===== src/rtl/refresh_sched_pkg.sv =====
package refresh_sched_pkg;

    function automatic int cyc_floor(input int ns, input int period_ps);
        return (ns * 1000) / period_ps;
    endfunction

    function automatic int cyc_ceil(input int ns, input int period_ps);
        return (ns * 1000 + period_ps - 1) / period_ps;
    endfunction

endpackage


===== src/rtl/refresh_interval_timer.sv =====
module refresh_interval_timer #(
    parameter int CYCLES = 1040
) (
    input  logic clk,
    input  logic rst_n,
    output logic tick_o
);
    localparam int W = (CYCLES > 1) ? $clog2(CYCLES) : 1;
    localparam logic [W-1:0] RELOAD = W'(CYCLES - 1);

    typedef struct packed {
        logic [W-1:0] cnt;
    } ivl_state_t;

    ivl_state_t st_d, st_q;

    assign tick_o = (st_q.cnt == '0);

    always_comb begin
        st_d = st_q;
        if (tick_o) begin
            st_d.cnt = RELOAD;
        end else begin
            st_d.cnt = st_q.cnt - 1'b1;
        end
    end

    always_ff @(posedge clk) begin
        if (!rst_n) begin
            st_q.cnt <= RELOAD;
        end else begin
            st_q <= st_d;
        end
    end

    // two expiries are never adjacent when the interval exceeds one cycle
    p_tick_spacing_r2: assert property (@(posedge clk) disable iff (!rst_n)
        (tick_o && (CYCLES > 1)) |=> !tick_o);

endmodule


===== src/rtl/refresh_debt_counter.sv =====
module refresh_debt_counter #(
    parameter int MAX_OWED = 8,
    parameter int W        = 4
) (
    input  logic         clk,
    input  logic         rst_n,
    input  logic         tick_i,
    input  logic         take_i,
    output logic [W-1:0] owed_o,
    output logic         full_o
);
    localparam logic [W-1:0] LIMIT = W'(MAX_OWED);

    typedef struct packed {
        logic [W-1:0] owed;
    } debt_state_t;

    debt_state_t st_d, st_q;

    assign owed_o = st_q.owed;
    assign full_o = (st_q.owed == LIMIT);

    always_comb begin
        st_d = st_q;
        unique case ({tick_i, take_i})
            2'b10: begin
                if (st_q.owed != LIMIT) begin
                    st_d.owed = st_q.owed + 1'b1;
                end
            end
            2'b01: begin
                if (st_q.owed != '0) begin
                    st_d.owed = st_q.owed - 1'b1;
                end
            end
            default: st_d = st_q;
        endcase
    end

    always_ff @(posedge clk) begin
        if (!rst_n) begin
            st_q.owed <= '0;
        end else begin
            st_q <= st_d;
        end
    end

    p_inc_r2: assert property (@(posedge clk) disable iff (!rst_n)
        (tick_i && !take_i && (st_q.owed != LIMIT)) |=> (st_q.owed == $past(st_q.owed) + 1'b1));

    p_dec_r4: assert property (@(posedge clk) disable iff (!rst_n)
        (take_i && !tick_i) |=> (st_q.owed == $past(st_q.owed) - 1'b1));

    p_hold_r5: assert property (@(posedge clk) disable iff (!rst_n)
        (tick_i && take_i) |=> $stable(st_q.owed));

    p_no_overflow_r6: assert property (@(posedge clk) disable iff (!rst_n)
        st_q.owed <= LIMIT);

    p_take_needs_debt_r4: assert property (@(posedge clk) disable iff (!rst_n)
        take_i |-> (st_q.owed != '0));

endmodule


===== src/rtl/refresh_busy_timer.sv =====
module refresh_busy_timer #(
    parameter int CYCLES = 10
) (
    input  logic clk,
    input  logic rst_n,
    input  logic start_i,
    output logic busy_o
);
    localparam int W = $clog2(CYCLES + 1);
    localparam logic [W-1:0] LOAD = W'(CYCLES);

    typedef struct packed {
        logic [W-1:0] left;
    } busy_state_t;

    busy_state_t st_d, st_q;

    assign busy_o = (st_q.left != '0);

    always_comb begin
        st_d = st_q;
        if (start_i) begin
            st_d.left = LOAD;
        end else if (busy_o) begin
            st_d.left = st_q.left - 1'b1;
        end
    end

    always_ff @(posedge clk) begin
        if (!rst_n) begin
            st_q.left <= '0;
        end else begin
            st_q <= st_d;
        end
    end

    p_busy_after_start_r8: assert property (@(posedge clk) disable iff (!rst_n)
        start_i |=> busy_o);

    p_no_restart_r8: assert property (@(posedge clk) disable iff (!rst_n)
        busy_o |-> !start_i);

endmodule


===== src/rtl/refresh_scheduler.sv =====
module refresh_scheduler
    import refresh_sched_pkg::*;
#(
    parameter int CLK_PERIOD_PS = 7500,
    parameter int REFI_NS       = 7800,
    parameter int RFC_NS        = 75,
    parameter int MAX_OWED      = 8,
    localparam int OWED_W       = $clog2(MAX_OWED + 1)
) (
    input  logic              clk,
    input  logic              rst_n,
    input  logic              grant_i,
    input  logic              banks_idle_i,
    output logic              req_o,
    output logic              urgent_o,
    output logic              busy_o,
    output logic [OWED_W-1:0] owed_o
);
    localparam int IVL_CYC = cyc_floor(REFI_NS, CLK_PERIOD_PS);
    localparam int RFC_CYC = (cyc_ceil(RFC_NS, CLK_PERIOD_PS) < 1) ? 1 : cyc_ceil(RFC_NS, CLK_PERIOD_PS);

    logic tick;
    logic accept;
    logic full;

    refresh_interval_timer #(.CYCLES(IVL_CYC)) u_ivl (
        .clk    (clk),
        .rst_n  (rst_n),
        .tick_o (tick)
    );

    refresh_debt_counter #(.MAX_OWED(MAX_OWED), .W(OWED_W)) u_debt (
        .clk    (clk),
        .rst_n  (rst_n),
        .tick_i (tick),
        .take_i (accept),
        .owed_o (owed_o),
        .full_o (full)
    );

    refresh_busy_timer #(.CYCLES(RFC_CYC)) u_busy (
        .clk     (clk),
        .rst_n   (rst_n),
        .start_i (accept),
        .busy_o  (busy_o)
    );

    assign req_o    = (owed_o != '0) && banks_idle_i && !busy_o;
    assign accept   = req_o && grant_i;
    assign urgent_o = full;

    p_quiet_when_busy_r8: assert property (@(posedge clk) disable iff (!rst_n)
        busy_o |-> !req_o);

    p_grant_blocked_r3: assert property (@(posedge clk) disable iff (!rst_n)
        (grant_i && !banks_idle_i && !busy_o) |=> !busy_o);

    p_urgent_at_limit_r7: assert property (@(posedge clk) disable iff (!rst_n)
        urgent_o == (owed_o == OWED_W'(MAX_OWED)));

endmodule


===== config.mk =====
export PLATFORM = sky130hd
export DESIGN_NAME = refresh_scheduler
export DESIGN_NICKNAME = d
export VERILOG_FILES = /design/src/rtl/refresh_sched_pkg.sv /design/src/rtl/refresh_interval_timer.sv /design/src/rtl/refresh_debt_counter.sv /design/src/rtl/refresh_busy_timer.sv /design/src/rtl/refresh_scheduler.sv
export SDC_FILE = /design/constraint.sdc
export NUM_CORES = 1
export LEC_CHECK = 0
export BUFFER_PORTS_ARGS = -buffer_cell sky130_fd_sc_hd__clkbuf_2
export CORE_AREA = 2 2 44 46
export DETAILED_ROUTE_END_ITERATION = 10
export DIE_AREA = 0 0 46 48
export GPL_TIMING_DRIVEN = 0
export PLACE_DENSITY = 0.77
export SLEW_MARGIN = 10
export SYNTH_ARGS = -nofsm -noshare
export SYNTH_HDL_FRONTEND = slang
export SYNTH_SLANG_ARGS = --single-unit

===== constraint.sdc =====
create_clock -name clk -period 6.9 [get_ports clk]
set_input_delay 0.69 -clock clk [delete_from_list [all_inputs] [get_ports clk]]
set_output_delay 0.69 -clock clk [all_outputs]
set_load 0.02 [all_outputs]

# Word-level counts from Yosys, hierarchy flattened
# Index checks and enable logic that the tools add are counted.
totals:
  regBits: 19
  input_bits: 4
  elab_cells: 32
  output_inout_bits: 7
classes:
  bitwise_logic: 1
  addsub: 4
  muxes: 5
  eq_ne: 6
  reduce_logical: 12
ops:
  columns: ["operator", "count"]
  rows:
  - ["2-to-1 mux 4 bit", 4]
  - ["zero test 11 bit", 1]
  - ["subtractor 11 x 1 -> 11 bit, second input constant", 1]
  - ["case mux 4 bit (2 select lines)", 1]
  - ["nonzero test 4 bit", 2]
  - ["subtractor 4 x 1 -> 4 bit, second input constant", 2]
  - ["adder 4 x 1 -> 4 bit, second input constant", 1]
  - ["== test 4 bit, second input constant", 1]
  - ["!= test 4 bit, second input constant", 1]
  - ["nonzero test 2 bit", 2]
  - ["OR reduction 2 bit", 2]
  - ["logical AND 1 bit", 3]
  - ["AND reduction 3 bit", 1]
  - ["== test 2 x 1 -> 1 bit, second input constant", 1]
  - ["== test 2 bit, second input constant", 1]
  - ["!= test 2 x 1 -> 1 bit, second input constant", 1]
  - ["!= test 2 bit, second input constant", 1]
  - ["zero test 1 bit", 1]
  - ["inverter 1 bit", 1]

# Depth between registers and ports, before layout
# Gate-level depths: netlist of run 1.
depth:
  depth_word: 7
  mapped_depth: 11
  depth_no_buf: 11

# Hierarchy
# A second synthesis of run 1 with hierarchy kept.
hier_totals:
  hier_cells: 114
  area_unflattened_um2: 1028.5
modules_own_cells:
  columns: ["module", "n_inst", "area_per_inst_um2", "cells_per_inst", "seq_area_each_um2"]
  rows:
  - ["refresh_interval_timer", 1, 545.5, 61, 220.2]
  - ["refresh_debt_counter", 1, 296.5, 32, 80.1]
  - ["refresh_busy_timer", 1, 156.4, 18, 80.1]
  - ["refresh_scheduler", 1, 30.0, 3, 0.0]

# Worst setup path before layout of run 1
# OpenSTA, ideal clock, no wires.
synth_path:
  kind: "register -> register"
  startpoint: "register u_ivl.st_q[0] (netlist bit)"
  endpoint: "register u_debt.st_q (netlist bit u_debt.owed_o[2])"
  arrival_ps: 2380
  period_less_slack_ps: 2459
  path_slack_ps: 4441
  required_ps: 6821
  path_stages_with_launch: 12
  path_buffers: 0
  path_cell_list: "dfxtp_1 inv_1 ha_1 or3b_4 or2_4 or3_4 nand2_1 xnor2_1 ha_1 nand3_1 mux2_2 o211ai_1"
synth_between:
  elab_chain_cells: 4
  elab_cells_between_ends: 8
synth_rtl:
  columns: ["element", "line", "text"]
  rows:
  - ["from (decl)", "refresh_interval_timer.sv:15", "ivl_state_t st_d, st_q;"]
  - ["from (signal assigned)", "refresh_interval_timer.sv:32", "st_q <= st_d;"]
  - ["zero test 11 bit (*)", "refresh_interval_timer.sv:17", "assign tick_o = (st_q.cnt == '0);"]
  - ["== test 2 bit or == test 2 x 1 -> 1 bit (tied branches)", "refresh_debt_counter.sv:25", "unique case ({tick_i, take_i})"]
  - ["!= test 2 x 1 -> 1 bit (no source line) (tied with other cells)", null, null]
  - ["AND reduction 3 bit (no source line)", null, null]
  - ["to (signal assigned)", "refresh_debt_counter.sv:44", "st_q <= st_d;"]
  - ["to (decl)", "refresh_debt_counter.sv:18", "debt_state_t st_d, st_q;"]
# Every way passes the cells marked *; elsewhere a longest branch is shown, timed or not.
# A chain may end at the register's enable or synchronous reset.

# Worst setup path in the final report of run 1
# Ends and elaborated chain as after synthesis.

==> metrics.cfg, run 1 <==
[run_status]
outcome = finished clean

[clock_network]
cts_htree_levels = 1
cts_setup_buffers = 0
tritoncts = yes
total_number_of_clock_tree_sinks = 19
cts-hold-fix-buffers = 0
path_clk_slew_ns = 0.11
numCtsBuffers = 3
post_cts_resize_count = 0
ctsRootBufferMaster = clkbuf_4
clk_path_buf_depth = 2
clock_insertion_delay_worst_skew_ns = 0.30

[global_route]
grt_util_all_layers_pct = 17.61
grt_overflow = 0
via_count_of_the_first_global_routing_pass = 668
number_of_antenna_violations_at_the_first_check_in_global_routing = 0
pin_count_of_the_biggest_net_entering_global_routing = 11
first_pass_grt_wire_length_um = 2704

[pwr]
combPwrFrac_pct = 3.9
p_seq_share_pct = 63.9
vdd.ir_drop.worst_mv = 0.1082
switchingPower_uw = 39.43
power_leakage_uw = 0.0004378
power.clock.fraction_pct = 32.2
pwr_density_cell_mw_per_mm2 = 164.8
internal_power_uw = 136.6
switching_share_pct = 22.40

[layout]
design.final.nets = 124
antennaDiodeCount = 0
area.growth.synth_to_final_pct = 10.05
drive_above_1_share_pct = 23.08
postLayoutCoreUtil_pct = 63.26

[critical_path]
timing.reg2reg.worst_path_depth = 11
cp_max_fo = 4
worst_r2r_startpoint = u_ivl.st_q[0]
crit_path_class = flip-flop to flip-flop
crit_chain = inv_1, ha_1, or3b_4, or2_4, or3_4, nand2_1, xnor2_1, ha_1, nand3_1, mux2_2, o211ai_1
worst_setup_path_end_kind = flip-flop
cp_data_required_time_ns = 7.13
critPathTopFamily = simple AND/OR/NAND/NOR gates
timing.critical_path.slowest_stage_cell = or3b_4
worstPathArrival_ns = 2.85
r2r_slack_ns = 4.28
crit-reg2reg-capture = u_debt.owed_o[2]
max_stage_delay_ns = 0.43
crit_path_frequent_cell = ha_1
worst_path_buf_inv = 1
critPathLaunchType = flip-flop

[place]
place_congestion = 0.7455
portBuffers = 10
hpwlAfterDp_um = 1259

[routing]
drc_errors = 0
detail-route-antenna-nets = 0
viasPerCell = 5.619
drt-initial-drc-count = 18
routed-via-count = 753
route.detailed.wl_per_inst_um = 12.63
drt-total-wl_um = 1693
drtPass1Iterations = 4

[sta]
hold_violations = 0
finalCritPeriodShare_pct = 37.97
rsz0062_at_grt = false
fmax_mhz = 381.7
fin_skew_ns = 0.006067
worst-slew-pin-transition_ns = 0.5481
slew_violations = 0
finalCriticalPeriod_ns = 2.620
fin_tns_setup_ns = 0
finalSetupViolations = 0
holdWs_ns = 0.4313
max_slew_margin_pct = 62.95

[floorplanning]
die_w_um = 46
top_level_ports = 11
design.core.area_mm2 = 0.001689
floorplan.rows = 15
floorplan.initialDensity_pct = 57.48
die-height_um = 48
floorplan.die_area_mm2 = 0.002208

[synth]
synth_enable_flop_cells = 0
synth.yosys.warnings = 0
synthesis.area_um2 = 970.9
asyncSetResetFlopFracSynth_pct = 0
ys_types = 41
synth_sequential_area_ratio_pct = 39.18
synthCells = 103
synth_ff_type = dfxtp_1
syn_avg_cell_area_um2 = 9.427
yosys_register_bits = 19
syn_nets = 109

[flow_run]
maxCapViolCount = 0

[hold_path]
hold_path_startpoint = u_ivl.st_q[0]
hold-path-endpoint = u_ivl.st_q[0]
holdPathStages = 1
hold_class = flip-flop to flip-flop

[worst max-delay path by stage]
stage | start | endpoint | slack, ns | cells past startpoint
after global routing | u_ivl.st_q[0] | u_debt.owed_o[2] | 4.15 | 11
after detailed placement | u_ivl.st_q[0] | u_debt.owed_o[2] | 4.29 | 11
after floorplan | u_ivl.st_q[0] | u_debt.owed_o[2] | 4.44 | 11
after global placement | u_ivl.st_q[0] | u_debt.owed_o[2] | 4.34 | 11
final | u_ivl.st_q[0] | u_debt.owed_o[2] | 4.28 | 11
after CTS | u_ivl.st_q[0] | u_debt.owed_o[2] | 4.27 | 11
[routing by layer]
layer / global-route usage [%] / part of all wire, % / vias up
li1: - / - / 398
met1: 20.32 / 48 / 337
met2: 29.44 / 47 / 14
met3: 4.528 / 3.4 / 4
met4: 10.29 / 1.6 / 0
met5: 0 / 0 / -
[power by group through the flow]
stage	Clock [uW]	Sequential, uW	Combinational (uW)
final	56.6	113	6.88
after CTS	57.5	113	6.97
after global placement	0	115	6.66
after floorplan	0	115	4.81
after detailed placement	0	115	6.91
after global routing	62.7	113	7.90
[cell usage after synthesis (2+ instances only)]
master,number,share of area (%)
nand3_1,4,2.1
ha_1,2,2.6
nor2b_1,3,1.9
nor2_1,8,3.1
xnor2_1,6,5.4
nor3_1,3,1.5
nand2_1,9,3.5
dfxtp_1,19,39
and2_1,2,1.3
or3_1,2,1.3
xor2_1,2,1.8
nand3b_1,2,1.5
nor4_1,3,1.9
o21ai_0,5,2.6
inv_1,3,1.2
or4_4,2,2.3
or3_4,2,2.3
mux2i_1,2,2.1
nor4_4,2,4.4
[layout make-up]
class / count / area [um2]
multi-input combinational: 80 / 575.6
fill: 151 / 620.6
inverter: 3 / 11.26
clock buffer: 4 / 26.28
tap: 17 / 21.27
sequential: 19 / 380.4
timing repair buffer: 10 / 50.05
buffer: 1 / 3.754
[metrics by stage]
stage / setup WS [ns] / std cells / total power, uW / cell area (um2)
CTS: 4.268 / 134 / 177.0 / 1069
floorplan: 4.441 / 103 / 119.5 / 970.9
global placement: 4.342 / 130 / 121.5 / 1042
finish: 4.280 / 134 / 176.1 / 1069
detailed placement: 4.293 / 130 / 122.0 / 1042
global route: 4.150 / 134 / 183.4 / 1069
[cell families after synthesis]
family | after synthesis | synth area share [%]
xor gates and xnor gates | 8 | 7.217
DFF | 19 | 39.17
adders and majority gates | 2 | 2.577
and+or+nand+nor | 55 | 38.66
AOI/OAI and AO/OA | 12 | 7.604
muxes | 3 | 3.222
buffers and inverters | 4 | 1.546
[flip-flops by register name, indices dropped and copies added, names as in the netlist]
register,flops
u_busy.st_q,4
u_debt.owed_o,4
u_ivl.st_q,11
[cell usage in the layout, fill, tap and decap left out, types with 2 or more instances in the layout]
| cell type | n |
|---|---|
| clkbuf_1 | 2 |
| nor3_1 | 3 |
| inv_1 | 3 |
| mux2i_1 | 2 |
| xnor2_1 | 6 |
| dfxtp_1 | 19 |
| ha_1 | 2 |
| nor4_1 | 3 |
| xor2_1 | 2 |
| or4_4 | 2 |
| nor4_4 | 2 |
| and2_1 | 2 |
| or3_4 | 2 |
| or3_1 | 2 |
| nand3b_1 | 2 |
| clkbuf_2 | 10 |
| nor2_1 | 8 |
| nor2b_1 | 3 |
| o21ai_0 | 5 |
| nand2_1 | 9 |
| nand3_1 | 4 |
| clkbuf_4 | 3 |
No activity file was read; power rests on OpenSTA's default activity.
==> inputs of run 2 (changes only) <==
--- a/config.mk
+++ b/config.mk
@@ -6,11 +6,11 @@
 export NUM_CORES = 1
 export LEC_CHECK = 0
 export BUFFER_PORTS_ARGS = -buffer_cell sky130_fd_sc_hd__clkbuf_2
-export CORE_AREA = 2 2 44 46
+export CORE_AREA = 2 2 48 50
 export DETAILED_ROUTE_END_ITERATION = 10
-export DIE_AREA = 0 0 46 48
+export DIE_AREA = 0 0 50 52
 export GPL_TIMING_DRIVEN = 0
-export PLACE_DENSITY = 0.77
+export PLACE_DENSITY = 0.69
 export SLEW_MARGIN = 10
 export SYNTH_ARGS = -nofsm -noshare
 export SYNTH_HDL_FRONTEND = slang
==> constraint.sdc (replaced) <==
create_clock -name clk -period 2.4 [get_ports clk]
set_input_delay 0.24 -clock clk [delete_from_list [all_inputs] [get_ports clk]]
set_output_delay 0.24 -clock clk [all_outputs]
set_load 0.02 [all_outputs]
==> metrics.cfg, run 2 (same netlist as run 1, synthesis figures left out) <==
[routing]
routed-via-count = 803
drt-total-wl_um = 1772
viasPerCell = 5.283
drt-initial-drc-count = 12
route.detailed.wl_per_inst_um = 11.66
detail-route-antenna-nets = 0
drc_errors = 0
drtPass1Iterations = 4

[critical_path]
critPathTopFamily = simple AND/OR/NAND/NOR gates
max_stage_delay_ns = 0.37
crit_path_class = flip-flop to flip-flop
cp_data_required_time_ns = 2.63
crit_chain = inv_2, ha_4, or3b_4, or2_4, or3_4, nand2_4, xnor2_2, ha_2, nand3b_1, mux2_4, o211ai_1
worstPathArrival_ns = 2.60
cp_max_fo = 4
critPathLaunchType = flip-flop
worst_path_buf_inv = 1
timing.critical_path.slowest_stage_cell = or3b_4
worst_setup_path_end_kind = flip-flop

[layout]
design.final.nets = 131
layout.cells.most_common = dfxtp_1
max_ffs_per_register = 11
drive_above_1_share_pct = 34.68
register_name_with_the_most_flops = u_ivl.st_q
antennaDiodeCount = 0
postLayoutCoreUtil_pct = 55.85
commonest_cells_after_routing_fill_and_taps_aside = dfxtp_1 (17), clkbuf_2 (10), nand2_1 (8), nor2_1 (8), buf_4 (7)
area.growth.synth_to_final_pct = 21.13

[pwr]
switchingPower_uw = 115.5
pwr_density_cell_mw_per_mm2 = 438.1
switching_share_pct = 22.41
internal_power_uw = 399.8
vdd.ir_drop.worst_mv = 0.2835
p_seq_share_pct = 62.8
power_leakage_uw = 0.0004770
combPwrFrac_pct = 5.8
power.clock.fraction_pct = 31.4

[floorplanning]
die-height_um = 52
die_w_um = 50
design.core.area_mm2 = 0.002106
floorplan.rows = 17
top_level_ports = 11
floorplan.die_area_mm2 = 0.002600
floorplan.initialDensity_pct = 46.11

[sta]
finalCriticalPeriod_ns = 2.369
finalSetupViolations = 0
timing.final.ws_setup_ns = 0.03075
finalCritPeriodShare_pct = 98.72
max_slew_margin_pct = 56.49
rsz0062_at_grt = true
fin_skew_ns = 0.006923
hold_violations = 0
slew_violations = 0
worst-slew-pin-transition_ns = 0.6468
fmax_mhz = 422.1

[clock_network]
tritoncts = yes
cts_htree_levels = 1
total_number_of_clock_tree_sinks = 19
clock_insertion_delay_worst_skew_ns = 0.30
ctsRootBufferMaster = clkbuf_4
clk_path_buf_depth = 2
numCtsBuffers = 3
path_clk_slew_ns = 0.11
cts-hold-fix-buffers = 0

[hold_path]
hold_class = input port to flip-flop

[run_status]
outcome = finished clean

[flow_run]
maxCapViolCount = 0

[place]
pre_cts_ws_ns = -0.1248
hpwlAfterDp_um = 1256
place_congestion = 0.7330
portBuffers = 10

[global_route]
grt_util_all_layers_pct = 16.20
via_count_of_the_first_global_routing_pass = 687
first_pass_grt_wire_length_um = 3098
number_of_antenna_violations_at_the_first_check_in_global_routing = 0
grt_overflow = 0
pin_count_of_the_biggest_net_entering_global_routing = 11

-- run 2: path summary, 6_finish.rpt --
kind	startpoint	end	slack, ns	cells past startpoint
hold / removal	rst_n	u_debt.owed_o[3]	0.33	3
hold reg to reg	u_ivl.st_q[5]	u_ivl.st_q[5]	0.51	2
setup reg to reg	u_ivl.st_q[1]	u_debt.owed_o[2]	0.03	11
setup / recovery	u_ivl.st_q[1]	u_debt.owed_o[2]	0.03	11
-- run 2: metal layers --
| layer | GRT usage, % | vias to the layer above | wire (um) |
|---|---|---|---|
| met5 | 0 | - | 0 |
| met4 | 8.333 | 0 | 41 |
| met3 | 5.172 | 5 | 82 |
| met2 | 24.56 | 15 | 789 |
| met1 | 20.50 | 368 | 859 |
| li1 | - | 415 | - |
-- run 2: per-stage QoR --
step                      setup TNS (ns)  total power [uW]  instance area (um2)  instances  hold WS, ns
after global routing            -0.05622             539.7                 1176        152       0.3630
final                                  0             515.3                 1176        152       0.3297
after global placement          -0.08168             350.3                 1064        141       0.3984
after CTS                       -0.03965             524.1                 1169        151       0.3233
after detailed placement         -0.1248             351.9                 1064        141       0.4044
after floorplan                        0             343.9                978.4        103       0.3838
-- run 2: cell type report --
cell class	count	area, um2
plain buffers	1	3.754
fillers	193	929.6
multi-input cells	80	614.3
well taps	28	35.03
clock buffers	4	26.28
repair buffers	17	102.6
flip-flops and latches	19	382.9
inverters	3	11.26
-- run 2: timing repair --
item	4_1_cts	5_1_grt
setup buffers	6	1
pin swaps	4	3
hold endpoints to repair	0	0
resized for setup	9	0
endpoints found under the setup margin	2	2
-- run 2: worst reg2reg max path: cells and delay by family (launching register included) --
family          cells  cell delay, ns
xor+xnor            1            0.11
fa+ha+maj           2            0.35
simple gates        5            1.12
buf+inv             1            0.06
mux                 1            0.26
flops               1            0.33
compound gates      1            0.07
-- run 2: power groups by stage --
stage	clock, uW	sequential (uW)	combinational, uW
after global routing	181	324	34.8
after floorplan	0	330	14.1
final	162	323	30.1
after global placement	0	330	20.0
after CTS	170	324	30.5
after detailed placement	0	331	21.2
